### src/rtl/disp_pkg.sv
package disp_pkg;

    typedef enum logic [1:0] {
        ACC_NONE  = 2'd0,
        ACC_WRITE = 2'd1,
        ACC_READ  = 2'd2
    } acc_kind_e;

    typedef struct packed {
        logic set_page;
        logic set_col;
        logic wr;
        logic rd;
    } req_t;

    // Fixed priority: page set, column set, write, read.
    function automatic req_t pick_req(input req_t r);
        req_t g;
        g = '0;
        if (r.set_page)     g.set_page = 1'b1;
        else if (r.set_col) g.set_col  = 1'b1;
        else if (r.wr)      g.wr       = 1'b1;
        else if (r.rd)      g.rd       = 1'b1;
        return g;
    endfunction

    function automatic int unsigned pages_for(input int unsigned rows);
        return (rows + 7) / 8;
    endfunction

endpackage

### src/rtl/disp_seq.sv
module disp_seq
    import disp_pkg::*;
(
    input  logic      clk,
    input  logic      rst,
    input  req_t      req_in,
    output req_t      grant,
    output acc_kind_e acc_q,
    output logic      busy
);

    assign busy  = (acc_q != ACC_NONE);
    assign grant = busy ? '0 : pick_req(req_in);

    always_ff @(posedge clk) begin
        if (rst) begin
            acc_q <= ACC_NONE;
        end else if (grant.wr) begin
            acc_q <= ACC_WRITE;
        end else if (grant.rd) begin
            acc_q <= ACC_READ;
        end else begin
            acc_q <= ACC_NONE;
        end
    end


    busy_pulse_chk: assert property (@(posedge clk) disable iff (rst)
        busy |=> !busy);

endmodule

### src/rtl/disp_addr.sv
module disp_addr #(
    parameter int NCOL   = 132,
    parameter int NPAGE  = 9,
    parameter int COL_W  = 8,
    parameter int PAGE_W = 4
) (
    input  logic              clk,
    input  logic              rst,
    input  logic              set_page,
    input  logic              set_col,
    input  logic [COL_W-1:0]  val,
    input  logic              adv,
    output logic [PAGE_W-1:0] page_q,
    output logic [COL_W-1:0]  col_q,
    output logic              in_range
);

    localparam logic [COL_W-1:0]  LAST_COL = COL_W'(NCOL - 1);
    localparam logic [COL_W-1:0]  COL_LIM  = COL_W'(NCOL);
    localparam logic [PAGE_W-1:0] PAGE_LIM = PAGE_W'(NPAGE);

    assign in_range = (page_q < PAGE_LIM) && (col_q < COL_LIM);

    always_ff @(posedge clk) begin
        if (rst) begin
            page_q <= '0;
            col_q  <= '0;
        end else begin
            if (set_page) page_q <= val[PAGE_W-1:0];
            if (set_col) begin
                col_q <= val;
            end else if (adv && col_q != LAST_COL) begin
                col_q <= col_q + 1'b1;
            end
        end
    end


    col_ceiling_chk: assert property (@(posedge clk) disable iff (rst)
        (adv && col_q == LAST_COL) |=> col_q == LAST_COL);


    col_step_chk: assert property (@(posedge clk) disable iff (rst)
        (adv && col_q != LAST_COL) |=> col_q == $past(col_q) + 1'b1);

endmodule

### src/rtl/disp_holder.sv
module disp_holder #(
    parameter int DW = 8
) (
    input  logic          clk,
    input  logic          rst,
    input  logic          ld_wr,
    input  logic [DW-1:0] wr_byte,
    input  logic          ld_rd,
    input  logic [DW-1:0] rd_byte,
    input  logic          present,
    output logic [DW-1:0] holder_q,
    output logic [DW-1:0] rdata_q
);

    always_ff @(posedge clk) begin
        if (rst) begin
            holder_q <= '0;
            rdata_q  <= '0;
        end else begin
            if (ld_wr)      holder_q <= wr_byte;
            else if (ld_rd) holder_q <= rd_byte;
            if (present)    rdata_q  <= holder_q;
        end
    end


    present_old_chk: assert property (@(posedge clk) disable iff (rst)
        present |=> rdata_q == $past(holder_q));


    holder_keep_chk: assert property (@(posedge clk) disable iff (rst)
        (!ld_wr && !ld_rd) |=> $stable(holder_q));

endmodule

### src/rtl/disp_ram_port.sv
module disp_ram_port
    import disp_pkg::*;
#(
    parameter  int NCOL   = 132,
    parameter  int NROW   = 65,
    localparam int NPAGE  = int'(pages_for(NROW)),
    localparam int PAGE_W = $clog2(NPAGE),
    localparam int COL_W  = $clog2(NCOL)
) (
    input  logic              clk,
    input  logic              rst,
    input  logic              set_page_req,
    input  logic              set_col_req,
    input  logic [COL_W-1:0]  addr_val,
    input  logic              wr_req,
    input  logic              rd_req,
    input  logic [7:0]        wdata,
    output logic [7:0]        rdata,
    output logic              busy,
    output logic              ram_en,
    output logic              ram_we,
    output logic [PAGE_W-1:0] ram_page,
    output logic [COL_W-1:0]  ram_col,
    output logic [7:0]        ram_wdata,
    input  logic [7:0]        ram_rdata
);

    localparam int               LAST_ROWS = NROW - 8 * (NPAGE - 1);
    localparam logic [7:0]       LAST_MASK = 8'((1 << LAST_ROWS) - 1);
    localparam logic [PAGE_W-1:0] LAST_PG  = PAGE_W'(NPAGE - 1);

    req_t      req_in;
    req_t      grant;
    acc_kind_e acc_q;
    logic      in_range;
    logic      hit;
    logic      last_page;
    logic [7:0] holder;
    logic [7:0] rd_masked;

    assign req_in.set_page = set_page_req;
    assign req_in.set_col  = set_col_req;
    assign req_in.wr       = wr_req;
    assign req_in.rd       = rd_req;

    disp_seq u_seq (
        .clk    (clk),
        .rst    (rst),
        .req_in (req_in),
        .grant  (grant),
        .acc_q  (acc_q),
        .busy   (busy)
    );

    disp_addr #(
        .NCOL   (NCOL),
        .NPAGE  (NPAGE),
        .COL_W  (COL_W),
        .PAGE_W (PAGE_W)
    ) u_addr (
        .clk      (clk),
        .rst      (rst),
        .set_page (grant.set_page),
        .set_col  (grant.set_col),
        .val      (addr_val),
        .adv      (hit),
        .page_q   (ram_page),
        .col_q    (ram_col),
        .in_range (in_range)
    );

    assign hit       = busy && in_range;
    assign last_page = (ram_page == LAST_PG);
    assign rd_masked = last_page ? (ram_rdata & LAST_MASK) : ram_rdata;

    disp_holder #(.DW(8)) u_hold (
        .clk      (clk),
        .rst      (rst),
        .ld_wr    (grant.wr),
        .wr_byte  (wdata),
        .ld_rd    (hit && acc_q == ACC_READ),
        .rd_byte  (rd_masked),
        .present  (grant.rd),
        .holder_q (holder),
        .rdata_q  (rdata)
    );

    assign ram_en    = hit;
    assign ram_we    = hit && (acc_q == ACC_WRITE);
    assign ram_wdata = last_page ? (holder & LAST_MASK) : holder;


    range_gate_chk: assert property (@(posedge clk) disable iff (rst)
        ram_en |-> (ram_col < COL_W'(NCOL)) && (ram_page < PAGE_W'(NPAGE)));


    last_page_bits_chk: assert property (@(posedge clk) disable iff (rst)
        (ram_we && ram_page == LAST_PG) |-> (ram_wdata & ~LAST_MASK) == 8'h00);


    page_hold_chk: assert property (@(posedge clk) disable iff (rst)
        busy |=> $stable(ram_page));


    write_busy_chk: assert property (@(posedge clk) disable iff (rst)
        (wr_req && !busy && !set_page_req && !set_col_req) |=> busy);

endmodule

### config.mk
export PLATFORM = sky130hd
export DESIGN_NAME = disp_ram_port
export DESIGN_NICKNAME = d
export VERILOG_FILES = /design/src/rtl/disp_pkg.sv /design/src/rtl/disp_seq.sv /design/src/rtl/disp_addr.sv /design/src/rtl/disp_holder.sv /design/src/rtl/disp_ram_port.sv
export SDC_FILE = /design/constraint.sdc
export NUM_CORES = 1
export LEC_CHECK = 0
export BUFFER_PORTS_ARGS = -buffer_cell sky130_fd_sc_hd__buf_2
export CAP_MARGIN = 25
export CORE_MARGIN = 5
export CORE_UTILIZATION = 48
export CTS_CLUSTER_DIAMETER = 60
export DETAILED_ROUTE_END_ITERATION = 8
export PLACE_DENSITY = 0.9
export RECOVER_POWER = 25
export SLEW_MARGIN = 10
export SYNTH_ARGS = -nofsm -noshare
export SYNTH_HDL_FRONTEND = slang
export SYNTH_SLANG_ARGS = --single-unit
### constraint.sdc
create_clock -name clk -period 2.3 [get_ports clk]
set_input_delay 0.46 -clock clk [delete_from_list [all_inputs] [get_ports clk]]
set_output_delay 0.46 -clock clk [all_outputs]
set_load 0.02 [all_outputs]
# After elaboration in Yosys (flattened, before gate mapping)
# Index checks and enable logic that the tools add are counted.
# word_totals
register_bits,30
inputBits,30
elab_cells,38
# op_classes
addsub,1
magnitude_cmp,2
n_eq_ne,4
muxes,16
reduce_logical,9
# ops
operator,count
$mux 8,6
$add 8x1->8 const B,1
$lt 8x8->1 const B,1
$ne 8x8->1 const B,1
$mux 1,6
$reduce_bool 2->1,3
$logic_and 1x1->1,5
$eq 4x4->1 const B,1
$lt 4x4->1 const B,1
$mux 2,2
$mux 4,1
$mux 3,1
$eq 2x1->1 const B,1
$eq 2x2->1 const B,1
$reduce_or 2->1,1

# Depth between registers and ports, before layout
# logic_depth
ltp_word,7
depth_mapped,7
mapped_depth_nobuf,5

# Hierarchy
# A second synthesis with hierarchy kept.
# hier_totals
cells_unflattened,167
area_unflattened_um2,1544.0
# modules_own_cells
module,instances,cells_per_inst,area_each_um2,seq_area_each_um2
disp_holder,1,61,649.4,320.3
disp_addr,1,73,639.4,240.2
disp_ram_port,1,20,145.1,0.0
disp_seq,1,13,110.1,40.0

# Worst setup path after synthesis
# Ideal clock, no wire load.
# synth_path
kind,register to output
from,register u_addr.col_q[2]
to,output port ram_we
t_arrival_ps,1831
slack_ps,9
path_stages_with_launch,5
n_path_buf,0
path_cell_list,dfxtp_1 > or4_4 > o21ai_2 > and2_1 > and3b_1
# synth_between
elab_chain_cells,4
# synth_lines
element,line_no,rtl
"start, declared",disp_addr.sv:14,"output logic [COL_W-1:0] col_q,"
"start signal, assigned",disp_addr.sv:31,col_q <= val;
"start signal, assigned",disp_addr.sv:33,col_q <= col_q + 1'b1;
$lt 8x8->1,disp_addr.sv:22,assign in_range = (page_q < PAGE_LIM) && (col_q < COL_LIM);
$logic_and 1x1->1,disp_addr.sv:22,
$logic_and 1x1->1,disp_ram_port.sv:72,assign hit = busy && in_range;
via ram_en,disp_ram_port.sv:20,"output logic ram_en,"
$logic_and 1x1->1,disp_ram_port.sv:89,assign ram_we = hit && (acc_q == ACC_WRITE);
"end, declared",disp_ram_port.sv:21,"output logic ram_we,"
# The timed path passes the listed nets, and every way through them passes these cells.

# Worst setup path after layout
# layout_path
from,register u_addr.col_q[3]
to,output port ram_we
# layout_between
elab_chain_cells,4
# layout_lines
element,line_no
$lt 8x8->1,disp_addr.sv:22
$logic_and 1x1->1,disp_addr.sv:22
$logic_and 1x1->1,disp_ram_port.sv:72
$logic_and 1x1->1,disp_ram_port.sv:89
# Every way passes these cells.

==> flow_metrics.tcl <==
set metrics [dict create \
    insertion_delay_ns 0.32 \
    wl_per_cell_um 13.8 \
    synth_top_area_share_pct 38.8 \
    synth_cell_types 40 \
    layout.nets 274 \
    postRouteAntennaNets 0 \
    start_util_pct 50.3 \
    drc 0 \
    grt_max_degree 31 \
    globalplace.congestion 0.793 \
    async_flop_share_pct 0 \
    drt_pre_antenna_iters 4 \
    drt_iter0_drc 42 \
    drt-met1-wl_mm 1.71 \
    dr.max_layer_used "met4" \
    cp_max_fo 4 \
    num_rows 20 \
    drive_gt1_share_pct 30.3 \
    met2WireLength_mm 1.94 \
    coreArea_mm2 0.00308 \
    fmax_ghz 0.435 \
    slew_headroom_pct 55.6 \
    synth-xor-area-share_pct 2.26 \
    crit_chain "or4_4 > o21ai_2 > and2_4 > and3b_1 > buf_6" \
    overflow 0 \
    synth_ff_type "dfxtp_1" \
    ys_ff_latch 30 \
    grt_pass1_vias 1385 \
    fp.dieArea_mm2 0.00446 \
    clock-sinks 30 \
    worstMarginPinSlew_ns 0.667 \
    final_cell_mix "buf_2, dfxtp_1, nor2_1" \
    setup_viol 0 \
    postSynthAreaPerCell_um2 8.50 \
    hold_buffers 0 \
    syn_nets 213 \
    worst_ep_arrival_time_ns 1.84 \
    antenna_found_initial 0 \
    ff2ff_setup_slack_ns 0.48 \
    cts_tree "built" \
    areaGrowthSynthToFinish_pct 27.0 \
    power.leakage_nw 0.924 \
    syn_inst 182 \
    chipWidth_um 66.8 \
    clock-root-buffer "clkbuf_4" \
    wl_mm 3.97 \
    finalCriticalPeriod_ns 2.30 \
    status "finished clean" \
    path_clk_slew_ns 0.09 \
    critPathKind "register to output port" \
    yosys.area_share.simple_pct 19.6 \
    antenna_cells 0 \
    fill_cells 295 \
    cp-start-kind "register" \
    muxShareOfSynthArea_pct 8.41 \
    io_pins 61 \
    synth_compound_area_share_pct 23.9 \
    synth.area.top_cells "dfxtp_1, mux2i_1, a211oi_1" \
    cts_buffers 5 \
    rsz0062_at_grt "yes" \
    grt_pass1_wl_mm 6.18 \
    slowest_stage "or4_4" \
    dr_wl_met3_um 252 \
    port_buffers 60 \
    synth_top_family_by_area "compound AO/OA/AOI/OAI gates" \
    htreeDepth 2 \
    vias 1544 \
    synth_fa_ha_area_share_pct 0.808 \
    final_core_utilization_pct 63.9 \
    crit_required_ns 1.84 \
    seq_area_frac_synth_pct 38.8 \
    drv_cap 0 \
    powerDensity_mw_per_mm2 573 \
    detail_route.vias_per_cell 5.36 \
    finalCritPeriodShare_pct 100 \
    yosysTopAreaCell "dfxtp_1" \
    peakVddDrop_uv 293 \
    netlist_area_mm2 0.00155 \
    dp_hpwl_mm 2.96 \
    yosysWarnings 0 \
    cp_slowest_stage_delay_ns 0.55 \
    whs_ns 0.385 \
    hold_class "primary input to register" \
    finClkSkew_ns 0.00630 \
    die_h_um 66.8 \
    total_power_mw 1.13 \
    path_delay_family "simple AND/OR/NAND/NOR gates" \
    clockBufferDepth 2 \
    synth_edf_count 0 \
    hold_violations 0 \
    crit_buf_inv 1 \
    worstSetupEndpointType "output port" \
    final_max_slew_viol_count 0 \
    grt_use_total_pct 18.3 \
    mostFrequentLayoutCell "buf_2" \
]
per-stage QoR:
| stage | setup WS [ns] | setup TNS, ns | std cells | area, um2 |
|---|---|---|---|---|
| detailed placement | 0.291 | 0 | 278 | 1890 |
| finish | 0.000820 | 0 | 288 | 1970 |
| global route | -0.0743 | -0.0743 | 288 | 1970 |
| floorplan | 0.00894 | 0 | 182 | 1550 |
| CTS | 0.00372 | 0 | 286 | 1960 |
| global placement | 0.318 | 0 | 278 | 1890 |
worst min-delay path, cell delays in order:
cell and delay, ns:
buf_2 0.09, mux2i_1 0.06, nor2_1 0.07
flip-flops by register name, summed over array words and instances (netlist names):
name,cells
u_addr.col_q,8
u_hold.holder_q,8
u_hold.rdata_q,8
u_addr.page_q,4
u_seq.acc_q,2
final timing paths:
check	from	depth (start not counted)	end
setup reg to reg	u_addr.col_q[3]$_SDFFE_PP0P_	4	u_addr.col_q[0]$_SDFFE_PP0P_
setup / recovery	u_addr.col_q[3]$_SDFFE_PP0P_	5	ram_we
hold / removal	addr_val[2]	3	u_addr.page_q[2]$_SDFFE_PP0P_
hold reg to reg	u_hold.rdata_q[0]$_SDFFE_PP0P_	2	u_hold.rdata_q[0]$_SDFFE_PP0P_
cell usage after synthesis, types with 3 or more instances:
master / number
dfxtp_1: 30
nor2_1: 25
a211oi_1: 13
mux2i_1: 13
clkbuf_1: 9
inv_1: 9
o21ai_0: 9
a21oi_1: 8
o21bai_1: 8
nor2b_1: 7
o22ai_1: 7
xnor2_1: 4
nor4_1: 3
nor4b_1: 3
power breakdown:
| part | internal [mW] | switching, mW | total (mW) |
|---|---|---|---|
| Sequential | 0.545 | 0.0270 | 0.572 |
| Clock | 0.148 | 0.172 | 0.320 |
| Combinational | 0.102 | 0.132 | 0.234 |
| Total | 0.795 | 0.331 | 1.13 |
what timing repair did:
action	in CTS	in global routing
resized for setup	2	4
buffers inserted	0	2
pin swaps	0	2
setup endpoints to repair	1	1
hold endpoints to repair	0	0
metal layers:
| layer | global-route usage (%) | up-vias |
|---|---|---|
| met1 | 21.7 | 717 |
| met2 | 30.1 | 43 |
| met5 | 0 | - |
| li1 | - | 779 |
| met4 | 7.11 | 0 |
| met3 | 6.41 | 5 |
final cells by class:
| cell class | count | area [um2] | area share [%] |
|---|---|---|---|
| clock buffer | 7 | 55.1 | 2.80 |
| clock inverter | 1 | 5.00 | 0.255 |
| inverter | 9 | 33.8 | 1.72 |
| multi-input combinational | 129 | 860 | 43.7 |
| sequential | 30 | 606 | 30.8 |
| tap | 44 | 55.1 | 2.80 |
| timing repair buffer | 68 | 352 | 17.9 |
cell families after synthesis:
logic type | Yosys count
adders and majority gates | 1
AOI/OAI and AO/OA | 55
DFF | 30
buffers and inverters | 23
xor gates and xnor gates | 4
and+or+nand+nor | 56
muxes | 13
(Power assumes the default switching activity.)
